--- config.mk ---
export PLATFORM = sky130hd
export DESIGN_NAME = flag_rename_table
export DESIGN_NICKNAME = d
export VERILOG_FILES = /design/src/rtl/frt_pkg.sv /design/src/rtl/frt_ctrl.sv /design/src/rtl/frt_freelist.sv /design/src/rtl/frt_datapath.sv /design/src/rtl/flag_rename_table.sv
export SDC_FILE = /design/constraint.sdc
export NUM_CORES = 1
export LEC_CHECK = 0
export BUFFER_PORTS_ARGS = -buffer_cell sky130_fd_sc_hd__buf_2
export CAP_MARGIN = 20
export CELL_PAD_IN_SITES_DETAIL_PLACEMENT = 1
export CELL_PAD_IN_SITES_GLOBAL_PLACEMENT = 2
export CORE_ASPECT_RATIO = 0.5
export CORE_MARGIN = 2
export CORE_UTILIZATION = 37
export CTS_CLUSTER_SIZE = 25
export DETAILED_ROUTE_END_ITERATION = 6
export PLACE_DENSITY = 0.93
export SYNTH_ARGS = -nofsm -noshare
export SYNTH_HDL_FRONTEND = slang
export SYNTH_SLANG_ARGS = --single-unit
--- constraint.sdc ---
create_clock -name clk -period 3 [get_ports clk]
set_clock_uncertainty 0.1 [all_clocks]
set_input_delay 0.3 -clock clk [delete_from_list [all_inputs] [get_ports clk]]
set_output_delay 0.3 -clock clk [all_outputs]
set_load 0.005 [all_outputs]
--- src/rtl/frt_pkg.sv ---
`timescale 1ns/1ps
package frt_pkg;
  localparam int FLAG_BITS = 6;   // width of the flag field beside each physical register
  localparam int GRP_N     = 2;
  localparam int GRP_CARRY = 0;
  localparam int GRP_OTHER = 1;

  typedef struct packed {
    logic alloc;
    logic commit;
    logic flush;
  } frtStrobe_t;
endpackage

--- src/rtl/frt_ctrl.sv ---
`timescale 1ns/1ps
module frt_ctrl
  import frt_pkg::*;
(
  input  logic             renValid,
  input  logic             renDstWr,
  input  logic [GRP_N-1:0] renFlagWr,
  input  logic             freeAny,
  input  logic             cmtValid,
  input  logic             flush,
  output frtStrobe_t       strb,
  output logic             stall
);
  logic needReg;

  always_comb begin
    needReg     = renValid && (renDstWr || (|renFlagWr));
    strb.flush  = flush;
    strb.commit = cmtValid;
    strb.alloc  = needReg && freeAny && !flush;
    stall       = needReg && !freeAny && !flush;
  end
endmodule

--- src/rtl/frt_freelist.sv ---
`timescale 1ns/1ps
module frt_freelist
  import frt_pkg::*;
#(
  parameter int ARCH_N = 8,
  parameter int PHYS_N = 16,
  localparam int PW = $clog2(PHYS_N)
) (
  input  logic              clk,
  input  logic              rstN,
  input  frtStrobe_t        strb,
  input  logic [PHYS_N-1:0] releaseMask,
  input  logic [PHYS_N-1:0] rebuildMask,
  output logic [PHYS_N-1:0] freeMask,
  output logic              freeAny,
  output logic [PW-1:0]     headIdx
);
  function automatic logic [PHYS_N-1:0] initFree();
    logic [PHYS_N-1:0] m;
    for (int i = 0; i < PHYS_N; i++) m[i] = (i > ARCH_N);
    return m;
  endfunction

  localparam logic [PHYS_N-1:0] RESET_FREE = initFree();

  logic [PHYS_N-1:0] popMask;

  always_comb begin
    headIdx = '0;
    for (int i = PHYS_N - 1; i >= 0; i--) begin
      if (freeMask[i]) headIdx = PW'(i);
    end
    freeAny = |freeMask;
    popMask = '0;
    if (strb.alloc) popMask[headIdx] = 1'b1;
  end

  always_ff @(posedge clk) begin
    if (!rstN) begin
      freeMask <= RESET_FREE;
    end else if (strb.flush) begin
      freeMask <= rebuildMask;
    end else begin
      freeMask <= (freeMask & ~popMask) | releaseMask;
    end
  end
endmodule

--- src/rtl/frt_datapath.sv ---
`timescale 1ns/1ps
module frt_datapath
  import frt_pkg::*;
#(
  parameter int ARCH_N = 8,
  parameter int PHYS_N = 16,
  localparam int AW = $clog2(ARCH_N),
  localparam int PW = $clog2(PHYS_N)
) (
  input  logic                         clk,
  input  logic                         rstN,
  input  frtStrobe_t                   strb,
  input  logic [AW-1:0]                renSrcA,
  input  logic [AW-1:0]                renSrcB,
  input  logic [AW-1:0]                renDst,
  input  logic                         renDstWr,
  input  logic [GRP_N-1:0]             renFlagWr,
  input  logic [PW-1:0]                headIdx,
  input  logic [AW-1:0]                cmtDst,
  input  logic                         cmtDstWr,
  input  logic [GRP_N-1:0]             cmtFlagWr,
  input  logic [PW-1:0]                cmtPhys,
  output logic [PW-1:0]                physA,
  output logic [PW-1:0]                physB,
  output logic [PW-1:0]                carryTag,
  output logic [PW-1:0]                otherTag,
  output logic [PHYS_N-1:0]            releaseMask,
  output logic [PHYS_N-1:0]            rebuildMask,
  output logic [PHYS_N-1:0]            cmtUse,
  output logic [ARCH_N-1:0][PW-1:0]    specInt,
  output logic [GRP_N-1:0][PW-1:0]     specFlg,
  output logic [ARCH_N-1:0][PW-1:0]    cmtInt,
  output logic [GRP_N-1:0][PW-1:0]     cmtFlg
);
  logic [ARCH_N-1:0][PW-1:0] cmtIntNext;
  logic [GRP_N-1:0][PW-1:0]  cmtFlgNext;
  logic [PHYS_N-1:0]         useNext;

  // source lookup
  assign physA    = specInt[renSrcA];
  assign physB    = specInt[renSrcB];
  assign carryTag = specFlg[GRP_CARRY];
  assign otherTag = specFlg[GRP_OTHER];

  // committed state after this cycle's retirement
  always_comb begin
    cmtIntNext = cmtInt;
    cmtFlgNext = cmtFlg;
    if (strb.commit) begin
      if (cmtDstWr) cmtIntNext[cmtDst] = cmtPhys;
      for (int g = 0; g < GRP_N; g++) begin
        if (cmtFlagWr[g]) cmtFlgNext[g] = cmtPhys;
      end
    end
  end

  // which registers the committed pointers name, now and after commit
  always_comb begin
    cmtUse  = '0;
    useNext = '0;
    for (int i = 0; i < ARCH_N; i++) begin
      cmtUse[cmtInt[i]]      = 1'b1;
      useNext[cmtIntNext[i]] = 1'b1;
    end
    for (int g = 0; g < GRP_N; g++) begin
      cmtUse[cmtFlg[g]]      = 1'b1;
      useNext[cmtFlgNext[g]] = 1'b1;
    end
    releaseMask = strb.commit ? (cmtUse & ~useNext) : '0;
    rebuildMask = ~useNext;
  end

  // speculative and committed tables
  generate
    for (genvar a = 0; a < ARCH_N; a++) begin : g_int
      always_ff @(posedge clk) begin
        if (!rstN) begin
          specInt[a] <= PW'(a);
          cmtInt[a]  <= PW'(a);
        end else begin
          cmtInt[a] <= cmtIntNext[a];
          if (strb.flush)
            specInt[a] <= cmtIntNext[a];
          else if (strb.alloc && renDstWr && (renDst == AW'(a)))
            specInt[a] <= headIdx;
        end
      end
    end
    for (genvar g = 0; g < GRP_N; g++) begin : g_flg
      always_ff @(posedge clk) begin
        if (!rstN) begin
          specFlg[g] <= PW'(ARCH_N);
          cmtFlg[g]  <= PW'(ARCH_N);
        end else begin
          cmtFlg[g] <= cmtFlgNext[g];
          if (strb.flush)
            specFlg[g] <= cmtFlgNext[g];
          else if (strb.alloc && renFlagWr[g])
            specFlg[g] <= headIdx;
        end
      end
    end
  endgenerate
endmodule

--- src/rtl/flag_rename_table.sv ---
`timescale 1ns/1ps
module flag_rename_table
  import frt_pkg::*;
#(
  parameter int ARCH_N = 8,
  parameter int PHYS_N = 16,
  localparam int AW = $clog2(ARCH_N),
  localparam int PW = $clog2(PHYS_N)
) (
  input  logic             clk,
  input  logic             rstN,
  input  logic             renValid,
  input  logic [AW-1:0]    renSrcA,
  input  logic [AW-1:0]    renSrcB,
  input  logic [AW-1:0]    renDst,
  input  logic             renDstWr,
  input  logic [GRP_N-1:0] renFlagRd,
  input  logic [GRP_N-1:0] renFlagWr,
  output logic [PW-1:0]    renPhysA,
  output logic [PW-1:0]    renPhysB,
  output logic [PW-1:0]    renCarryTag,
  output logic [PW-1:0]    renOtherTag,
  output logic [GRP_N-1:0] renFlagTagVld,
  output logic [PW-1:0]    renNewPhys,
  output logic             renAlloc,
  output logic             renStall,
  input  logic             cmtValid,
  input  logic [AW-1:0]    cmtDst,
  input  logic             cmtDstWr,
  input  logic [GRP_N-1:0] cmtFlagWr,
  input  logic [PW-1:0]    cmtPhys,
  input  logic             flush
);
  frtStrobe_t                strb;
  logic                      freeAny;
  logic [PW-1:0]             headIdx;
  logic [PHYS_N-1:0]         freeMask;
  logic [PHYS_N-1:0]         releaseMask;
  logic [PHYS_N-1:0]         rebuildMask;
  logic [PHYS_N-1:0]         cmtUse;
  logic [ARCH_N-1:0][PW-1:0] specInt;
  logic [GRP_N-1:0][PW-1:0]  specFlg;
  logic [ARCH_N-1:0][PW-1:0] cmtInt;
  logic [GRP_N-1:0][PW-1:0]  cmtFlg;

  frt_ctrl ctrl_i (
    .renValid (renValid),
    .renDstWr (renDstWr),
    .renFlagWr(renFlagWr),
    .freeAny  (freeAny),
    .cmtValid (cmtValid),
    .flush    (flush),
    .strb     (strb),
    .stall    (renStall)
  );

  frt_freelist #(.ARCH_N(ARCH_N), .PHYS_N(PHYS_N)) free_i (
    .clk        (clk),
    .rstN       (rstN),
    .strb       (strb),
    .releaseMask(releaseMask),
    .rebuildMask(rebuildMask),
    .freeMask   (freeMask),
    .freeAny    (freeAny),
    .headIdx    (headIdx)
  );

  frt_datapath #(.ARCH_N(ARCH_N), .PHYS_N(PHYS_N)) dp_i (
    .clk        (clk),
    .rstN       (rstN),
    .strb       (strb),
    .renSrcA    (renSrcA),
    .renSrcB    (renSrcB),
    .renDst     (renDst),
    .renDstWr   (renDstWr),
    .renFlagWr  (renFlagWr),
    .headIdx    (headIdx),
    .cmtDst     (cmtDst),
    .cmtDstWr   (cmtDstWr),
    .cmtFlagWr  (cmtFlagWr),
    .cmtPhys    (cmtPhys),
    .physA      (renPhysA),
    .physB      (renPhysB),
    .carryTag   (renCarryTag),
    .otherTag   (renOtherTag),
    .releaseMask(releaseMask),
    .rebuildMask(rebuildMask),
    .cmtUse     (cmtUse),
    .specInt    (specInt),
    .specFlg    (specFlg),
    .cmtInt     (cmtInt),
    .cmtFlg     (cmtFlg)
  );

  assign renFlagTagVld = renValid ? renFlagRd : '0;
  assign renNewPhys    = headIdx;
  assign renAlloc      = strb.alloc;
endmodule

# Word-level counts from Yosys, hierarchy flattened
# Cells that the tools add are included.
# Widths: inputs -> output; s select.
# totals
ff_bits	96
input_bits	29
wordCells	245
# classes
magnitude_cmp	46
eq_ne	7
n_mux	94
n_bitwise	23
n_reduce_logical	54
# ops
operator	n
$or 16x16->16	19
$mux 4	41
$lt 4x5->1 const B	21
$demux 1 s4	21
$ge 4x1->1 const B	21
$mux 32	2
$mux 16	3
$logic_and 1x1->1	38
$and 16x16->16	2
$bwmux 32	1
$not 16->16	2
$bmux 4 s3	2
$mux 1	21
$reduce_bool 2->1	10
$reduce_or 16->1	1
$demux 4 s3	1
$eq 3x3->1 const B	4
$lt 3x4->1 const B	3
$mux 8	1
$eq 3x2->1 const B	2
$eq 3x1->1 const B	1
$ge 3x1->1 const B	1
$logic_not 3->1	1
$logic_not 1->1	2
3 further kinds	3

# Longest topological paths before layout
# Gate-level depths: netlist (run 1).
# depth
depth_word	25
depth_mapped	8
ltp_nobuf	7

# Hierarchy
# Synthesis (run 1) repeated with hierarchy kept, for this count alone.
# unflattened
hier_cells	1121
area_unflattened_um2	8999.9
# by_module_without_submodules
module	n_inst	cells_each	area_each_um2	seq_area_each_um2
frt_datapath	1	970	7811.2	1601.5
frt_freelist	1	143	1127.3	320.3
frt_ctrl	1	6	48.8	0.0
flag_rename_table	1	2	12.5	0.0

# Worst setup path before layout (run 1)
# No wires, ideal clock.
# synth_timing
kind	flip-flop to flip-flop
startpoint	reg free_i.freeMask[7]
endpoint	reg free_i.freeMask[8]
arrival_ns	1.867
required_time_ns	2.784
setup_slack_ns	0.917
path_stages_with_launch	6
path_buffers	0
period_less_slack_ns	2.083
path_cell_list	dfxtp_1 > or4_4 > a2111oi_4 > nor2_2 > o311a_1 > a31o_1
# synth_between
elab_chain_len	17
# synth_lines
item	line_no	text
from (decl)	frt_freelist.sv:14	output logic [PHYS_N-1:0] freeMask,
from (signal assigned)	frt_freelist.sv:42	freeMask <= rebuildMask;
from (signal assigned)	frt_freelist.sv:44	freeMask <= (freeMask & ~popMask) | releaseMask;
$mux 4 (8 in series)	frt_freelist.sv:31	if (freeMask[i]) headIdx = PW'(i);
$lt 4x5->1 (not written as such) or $ge 4x1->1 (tied branches)	frt_freelist.sv:35	if (strb.alloc) popMask[headIdx] = 1'b1;
$logic_and 1x1->1 (not written as such)	frt_freelist.sv:35	
$mux 1 (not written as such)	frt_freelist.sv:35	
$demux 1 s4	--	
$mux 16 *	frt_freelist.sv:35	
$not 16->16 *	frt_freelist.sv:44	
$and 16x16->16 *	frt_freelist.sv:44	
$or 16x16->16 *	frt_freelist.sv:44	
$mux 16 *	frt_freelist.sv:41	end else if (strb.flush) begin
# Every way passes the cells marked *; elsewhere a longest branch is shown, timed or not.
# A chain may end at the register's enable or synchronous reset.

# Worst setup path after layout (run 1)
# layout_timing
startpoint	reg dp_i.cmtInt[21] in the netlist's numbering
endpoint	reg free_i.freeMask[15]
# layout_between
elab_chain_len	17
# layout_lines
item	line_no	text
from (decl)	frt_datapath.sv:32	output logic [ARCH_N-1:0][PW-1:0] cmtInt,
from (signal, indexed assignment)	frt_datapath.sv:79	cmtInt[a] <= PW'(a);
from (signal, indexed assignment)	frt_datapath.sv:81	cmtInt[a] <= cmtIntNext[a];
$bwmux 32	frt_datapath.sv:50	if (cmtDstWr) cmtIntNext[cmtDst] = cmtPhys;
$mux 32	frt_datapath.sv:50	
$mux 32	frt_datapath.sv:49	if (strb.commit) begin
$lt 4x5->1 (not written as such) or $ge 4x1->1 (tied branches)	frt_datapath.sv:63	useNext[cmtIntNext[i]] = 1'b1;
$logic_and 1x1->1 (not written as such)	frt_datapath.sv:63	
$mux 1 (not written as such)	frt_datapath.sv:63	
$demux 1 s4	--	
$or 16x16->16 (no line) (5 in series)	--	
$not 16->16	frt_datapath.sv:69, frt_datapath.sv:70	
$and 16x16->16	frt_datapath.sv:69	releaseMask = strb.commit ? (cmtUse & ~useNext) : '0;
$mux 16	frt_datapath.sv:69	
$or 16x16->16	frt_freelist.sv:44	
$mux 16 *	frt_freelist.sv:41	
# Marks and branches as above.

==> run_results.csv, run 1 <==
group,metric,value,unit
clocking,h-tree-depth,3,
critical_path,r2r-end,"free_i.freeMask[15]$_SDFF_PN1_",
synth,synth_fa_ha_area_share,0,%
route,post_drt_wl_per_cell,37.04,um
clocking,cts.sinks,96,
finish,final_net_count,1136,
route,viasPerCell,7.463,
power_and_ir_drop,peakVddDrop,0.2678,mV
power_and_ir_drop,total_power,0.003459,W
critical_path,cp-end-kind,"register",
synth,synthTopCellsByCount,"99 x nor2_1, 97 x nand2_1, 96 x dfxtp_1",
synth,synth_mux_area_share,13.80,%
route,routed_wirelength,51.41,mm
critical_path,slowest_delay,740,ps
clocking,cts_resized,1,
power_and_ir_drop,p_sw,0.001257,W
sta,final_max_slew_viol_count,0,
floorplan,start_util,38.33,%
critical_path,worst_ep_arrival_time,3150,ps
clocking,cts_buffers,9,
critical_path,cp-start-kind,"register",
route,antenna_left,0,
floorplan,die_y,107.9,um
sta,max_freq,325.3,MHz
synth,yosysTopAreaCellShare,24.07,%
synth,synth_compound_area_share,25.82,%
synth,synth-seq-cells,96,
synth,syn-cell-area,7985,um2
synth,synthTopCellsByArea,"dfxtp_1 24%, mux2i_1 6.9%, nor2_1 4.7%",
synth,yosysMostFrequentCell,"nor2_1",
placement,dp.cells,1369,
global_routing,grt_pass1_wl,72.31,mm
finish,area_growth,15.64,%
route,drt-pass1-iter-count,7,
floorplan,die-area,22840,um2
critical_path,reg2reg_from,"dp_i.cmtInt[21]$_SDFF_PN0_",
finish,design_area,9234,um2
critical_path,rrSetupSlack,-70,ps
sta,fin_crit,3074,ps
synth,synthCells,1039,
critical_path,worstPathRequired,3080,ps
floorplan,io_pins,53,
run_status,status,"finished with violations",
placement,gp_congestion,1.166,
power_and_ir_drop,p_seq_share,40.0,%
sta,max_slew.worst_pin.slew,1137,ps
critical_path,crit_slowest_cell,"o31ai_1",
floorplan,coreArea,20830,um2
floorplan,rows,37,
synth,synth_top_family_by_area,"simple AND/OR/NAND/NOR gates",
global_routing,track_usage,44.96,%
hold_path,hp-class,"in -> reg",
clocking,cts.clk_slew.worst_paths,80,ps
power_and_ir_drop,p_leak,3.458,nW
placement,hpwlAfterDp,40.45,mm
power_and_ir_drop,power.share.clock,35.1,%
run_status,violations,"DRC, setup timing",
sta,postLayoutSetupSlackWorst,-74.13,ps
critical_path,cp_num_buf_inv,1,
synth,async_reset_ff_share,0,%
placement,placed_area,8922,um2
sta,setup_tns,-74.13,ps
sta,rsz0062_at_grt,"no",
route,vias,10359,
sta,hold_violations,0,
route,drcViolationCount,1,
critical_path,path_max_fanout,9,
global_routing,grt-ovfl-total,0,
power_and_ir_drop,p_per_area,374.5,nW/um2
power_and_ir_drop,internal_power,0.002202,W
floorplan,die_w,211.8,um
hold_path,min_from,"renDst[2]",
critical_path,path_class,"reg -> reg",
critical_path,r2r_cells,6,
synth,yosys.area_share.simple,31.67,%
clocking,cts_tree,"built",
clocking,insertion_delay,370,ps
synth,synth_xor_area_share,0.1097,%
placement,io_buffer_count,52,
sta,finalSetupViolCount,1,
hold_path,whs_path_depth,3,
synth,yosysWarningCount,0,
power_and_ir_drop,p_sw_share,36.33,%
finish,fin_cells,1388,
clocking,hold_buffers,0,
power_and_ir_drop,p_comb_share,24.9,%
synth,syn_area_per_cell,7.685,um2
sta,fin_crit_sh,102.5,%
clocking,cts-root-buf,"clkbuf_16",
critical_path,crit_family,"compound AO/OA/AOI/OAI gates",
hold_path,hold_end,"dp_i.specInt[14]$_SDFFE_PN0P_",
clocking,cts_setup_buffers,0,
synth,synth_largest_area_cell,"dfxtp_1",
sta,relSlewSlack,22.24,%
global_routing,grt_max_degree,69,
critical_path,path_cells,"nand2_1, buf_4, o22ai_1, or3_1, o31ai_1, o311ai_0",
synth,synth-edff-count,0,
finish,drive_gt1_share,19.15,%
global_routing,grt_pass1_vias,9751,
synth,yosysSeqAreaShare,24.07,%
synth,synthFlopType,"dfxtp_1",
synth,synth_cell_types,71,
synth,syn_nets,1068,
route,drt-initial-drc-count,1710,
flow_run,maxCapViolCount,0,
clocking,cts_buffer_depth,2,
global_routing,antenna_found_initial,0,
==> final cells by class <==
| type | count | area (um2) |
|---|---|---|
| clock inverter | 6 | 57.56 |
| multi-input combinational | 851 | 5709 |
| inverter | 12 | 46.29 |
| antenna | 3 | 7.507 |
| tap | 273 | 341.6 |
| fill | 2589 | 11600 |
| timing repair buffer | 137 | 910.9 |
| clock buffer | 10 | 239.0 |
| sequential | 96 | 1922 |
==> stage by stage <==
| step | util [%] | worst slack, ps | hold slack (ps) |
|---|---|---|---|
| after detailed placement | 42.83 | -37.01 | 422.8 |
| after global routing | 44.29 | 14.86 | 331.2 |
| final | 44.32 | -74.13 | 305.1 |
| after global placement | 42.83 | -149.6 | 405.7 |
| after CTS | 44.25 | 197.2 | 297.7 |
| after floorplan | - | 916.9 | 377.6 |
==> cell usage in the layout (no fill, tap or decap), types with 4 or more instances in the layout <==
cell	n
nor2_1	99
dfxtp_1	96
o221ai_1	17
a221oi_1	29
nor4b_1	7
a22oi_1	12
o21ai_0	29
nand3_1	43
a21o_1	7
nand2b_1	50
buf_4	84
nor3_1	42
a2111oi_0	7
a31oi_1	12
a221o_1	4
o22ai_1	38
a21oi_1	32
clkbuf_16	9
o311ai_2	4
or3_1	8
buf_2	52
o311ai_0	4
nand4_1	20
nand3b_1	5
and3_1	9
a211oi_1	9
nor4_1	18
o32ai_1	18
nor3b_1	4
mux2i_1	55
o211ai_1	16
nand2_1	97
mux2_2	17
or2_2	14
inv_1	11
and2_1	7
nor2b_1	42
nand4b_1	9
o31ai_1	8
mux4_2	16
==> how the worst max path moves through the flow <==
stage / from / endpoint / slack [ps] / depth (start not counted)
2_1_floorplan: free_i.freeMask[7]$_SDFF_PN0_ / free_i.freeMask[8]$_SDFF_PN0_ / 920 / 5
5_1_grt: free_i.freeMask[4]$_SDFF_PN0_ / free_i.freeMask[12]$_SDFF_PN1_ / 10 / 7
6_report: dp_i.cmtInt[21]$_SDFF_PN0_ / free_i.freeMask[15]$_SDFF_PN1_ / -70 / 6
4_1_cts: dp_i.cmtInt[18]$_SDFF_PN1_ / free_i.freeMask[9]$_SDFF_PN1_ / 200 / 7
3_3_place_gp: cmtDst[1] / free_i.freeMask[9]$_SDFF_PN1_ / -150 / 7
3_5_place_dp: cmtDst[1] / free_i.freeMask[9]$_SDFF_PN1_ / -40 / 8
==> sequential cells by signal, indices dropped and copies added, names as in the netlist <==
register         cells
dp_i.otherTag        4
free_i.freeMask     16
dp_i.carryTag        4
dp_i.cmtInt         32
dp_i.cmtFlg          8
dp_i.specInt        32
==> worst register-to-register path: cells and delay by family, from the launching register on <==
family	cells	cell delay [ps]
DFF	1	510
buffers and inverters	1	260
AOI/OAI and AO/OA	3	1100
and+or+nand+nor	2	930
==> cell families after synthesis <==
family                 after synthesis
AND/OR/NAND/NOR                    485
XOR/XNOR                             1
AO/OA/AOI/OAI                      277
multiplexers                        88
buffers and inverters               92
flip-flops                          96
==> metal layers <==
layer	part of all wire, %	global-route usage [%]
met1	41	60.62
met2	38	60.88
met3	17	21.88
met4	4.2	16.35
met5	0	0
==> power groups by stage <==
stage          sequential, W  combinational (W)  clock [W]
2_1_floorplan        0.00137           0.000468          0
3_3_place_gp         0.00140           0.000794          0
3_5_place_dp         0.00141           0.000802          0
4_1_cts              0.00138           0.000807    0.00121
5_1_grt              0.00139           0.000879    0.00125
6_report             0.00138           0.000860    0.00121
Power figures use the tool's default switching activity.
==> run 2, diff against run 1 <==
--- a/config.mk
+++ b/config.mk
@@ -10,7 +10,7 @@
 export CELL_PAD_IN_SITES_DETAIL_PLACEMENT = 1
 export CELL_PAD_IN_SITES_GLOBAL_PLACEMENT = 2
 export CORE_ASPECT_RATIO = 0.5
-export CORE_MARGIN = 2
+export CORE_MARGIN = 3
 export CORE_UTILIZATION = 37
 export CTS_CLUSTER_SIZE = 25
 export DETAILED_ROUTE_END_ITERATION = 6
==> run 2 against run 1 <==
- the run ends with setup timing left
- sequential power about the same
- critical path depth up 1
- first-iteration DRC count up 1.2%
- routed wire length up 0.48%
- combinational power about the same
- cell area up 0.93%
==> run_results.csv, run 2 (same netlist as run 1, synthesis figures left out) <==
group,metric,value,unit
run_status,status,"finished with violations",
run_status,violations,"setup timing",
clocking,hold_buffers,0,
clocking,cts_resized,0,
route,drt-initial-drc-count,1730,
hold_path,hp-class,"in -> reg",
critical_path,cp-end-kind,"register",
critical_path,path_class,"reg -> reg",
clocking,h-tree-depth,3,
finish,final_net_count,1144,
flow_run,maxCapViolCount,0,
route,viasPerCell,7.246,
finish,register_area,1922,um2
clocking,cts_setup_buffers,0,
power_and_ir_drop,total_power,0.003535,W
critical_path,cp-start-kind,"register",
power_and_ir_drop,p_sw,0.001263,W
route,antenna_left,0,
clocking,cts-root-buf,"clkbuf_16",
finish,top_regs,"dp_i.cmtInt: 32 flops, dp_i.specInt: 32 flops, free_i.freeMask: 16 flops",
global_routing,track_usage,43.55,%
global_routing,grt_max_degree,51,
route,drcViolationCount,0,
sta,holdWs,356.2,ps
sta,relSlewSlack,33.55,%
floorplan,io_pins,53,
critical_path,cp_num_buf_inv,1,
sta,final_max_slew_viol_count,0,
placement,gp_congestion,1.305,
critical_path,worstPathRequired,3190,ps
floorplan,die_w,213.8,um
critical_path,worst_ep_arrival_time,3210,ps
sta,hold_violations,0,
floorplan,die_y,109.9,um
power_and_ir_drop,p_per_area,379.3,nW/um2
clocking,cts_buffers,9,
critical_path,crit_family,"compound AO/OA/AOI/OAI gates",
floorplan,rows,37,
critical_path,path_max_fanout,8,
placement,io_buffer_count,52,
critical_path,crit_slowest_cell,"a2111oi_0",
global_routing,grt_pass1_wl,72.17,mm
clocking,cts.sinks,96,
power_and_ir_drop,peakVddDrop,0.4175,mV
finish,drive_gt1_share,19.64,%
sta,max_freq,330.7,MHz
finish,layout_common_cells,"99 x nor2_1, 97 x nand2_1, 96 x dfxtp_1",
floorplan,start_util,38.25,%
sta,max_slew.worst_pin.slew,990.0,ps
critical_path,slowest_delay,630,ps
route,post_drt_wl_per_cell,36.53,um
finish,multiInputGateArea,5702,um2
floorplan,coreArea,20880,um2
finish,area_growth,16.72,%
power_and_ir_drop,p_sw_share,35.73,%
clocking,cts.clk_slew.worst_paths,80,ps
sta,rsz0062_at_grt,"no",
clocking,cts_buffer_depth,2,
clocking,insertion_delay,360,ps
sta,fin_crit,3024,ps
sta,finalSetupViolCount,1,
power_and_ir_drop,p_comb_share,24.3,%
route,drt-pass1-iter-count,6,
critical_path,path_cells,"buf_4, nor2b_1, mux2_2, a2bb2o_1, a2111oi_0, nand4_1, nand3_1",
sta,postLayoutSetupSlackWorst,-24.26,ps
finish,layout_commonest_cell,"nor2_1",
power_and_ir_drop,power.share.clock,36.4,%
finish,design_area,9320,um2
global_routing,grt-ovfl-total,0,
power_and_ir_drop,internal_power,0.002272,W
route,vias,10246,
placement,placed_area,8994,um2
finish,fill_cells,2569,
floorplan,die-area,23490,um2
route,routed_wirelength,51.66,mm
power_and_ir_drop,p_seq_share,39.3,%
placement,hpwlAfterDp,40.89,mm
global_routing,antenna_found_initial,2,
global_routing,grt_pass1_vias,9927,
power_and_ir_drop,p_leak,3.503,nW
sta,fin_crit_sh,100.8,%
clocking,cts_tree,"built",
[run 2: worst paths after layout]
path / end / cells after the start / slack, ps / start
hold / removal: dp_i.specInt[24]$_SDFFE_PN0P_ / 5 / 360 / renDst[1]
hold reg to reg: dp_i.specInt[14]$_SDFFE_PN0P_ / 2 / 450 / dp_i.specInt[14]$_SDFFE_PN0P_
setup / recovery: free_i.freeMask[11]$_SDFF_PN1_ / 7 / -20 / dp_i.cmtFlg[7]$_SDFF_PN1_
setup reg to reg: free_i.freeMask[11]$_SDFF_PN1_ / 7 / -20 / dp_i.cmtFlg[7]$_SDFF_PN1_
[run 2: through the flow]
step	setup TNS (ps)	utilization [%]	cells	worst slack, ps
after global placement	-85.13	43.08	1396	-85.13
after floorplan	0	-	1039	916.9
after CTS	0	44.62	1412	215.5
after global routing	0	44.63	1413	131.0
final	-24.26	44.64	1414	-24.26
after detailed placement	-66.96	43.08	1396	-66.96
[run 2: area by class of cell]
| cell class | instances | area share, % |
|---|---|---|
| multi-input combinational | 851 | 61.18 |
| tap | 292 | 3.920 |
| timing repair buffer | 145 | 10.28 |
| inverter | 12 | 0.4967 |
| clock inverter | 7 | 1.034 |
| antenna | 2 | 0.05370 |
| clock buffer | 9 | 2.416 |
| sequential | 96 | 20.62 |
[run 2: routing by layer]
metal  part of all wire, %  track usage, %
met1                    42           58.85
met2                    38           59.63
met3                    16           20.70
met4                   4.1           14.60
met5                  0.37           6.034
[run 2: worst reg2reg max path, stage by stage (launching register included)]
cell and delay [ps]:
dfxtp_1 500, buf_4 270, nor2b_1 140, mux2_2 330, a2bb2o_1 340, a2111oi_0 630, nand4_1 460, nand3_1 190
[run 2: power groups by stage]
stage | clock, W | combinational, W | sequential, W
floorplan | 0 | 0.000468 | 0.00137
global placement | 0 | 0.000795 | 0.00141
detailed placement | 0 | 0.000805 | 0.00141
CTS | 0.00129 | 0.000810 | 0.00138
global route | 0.00134 | 0.000881 | 0.00139
finish | 0.00129 | 0.000860 | 0.00139
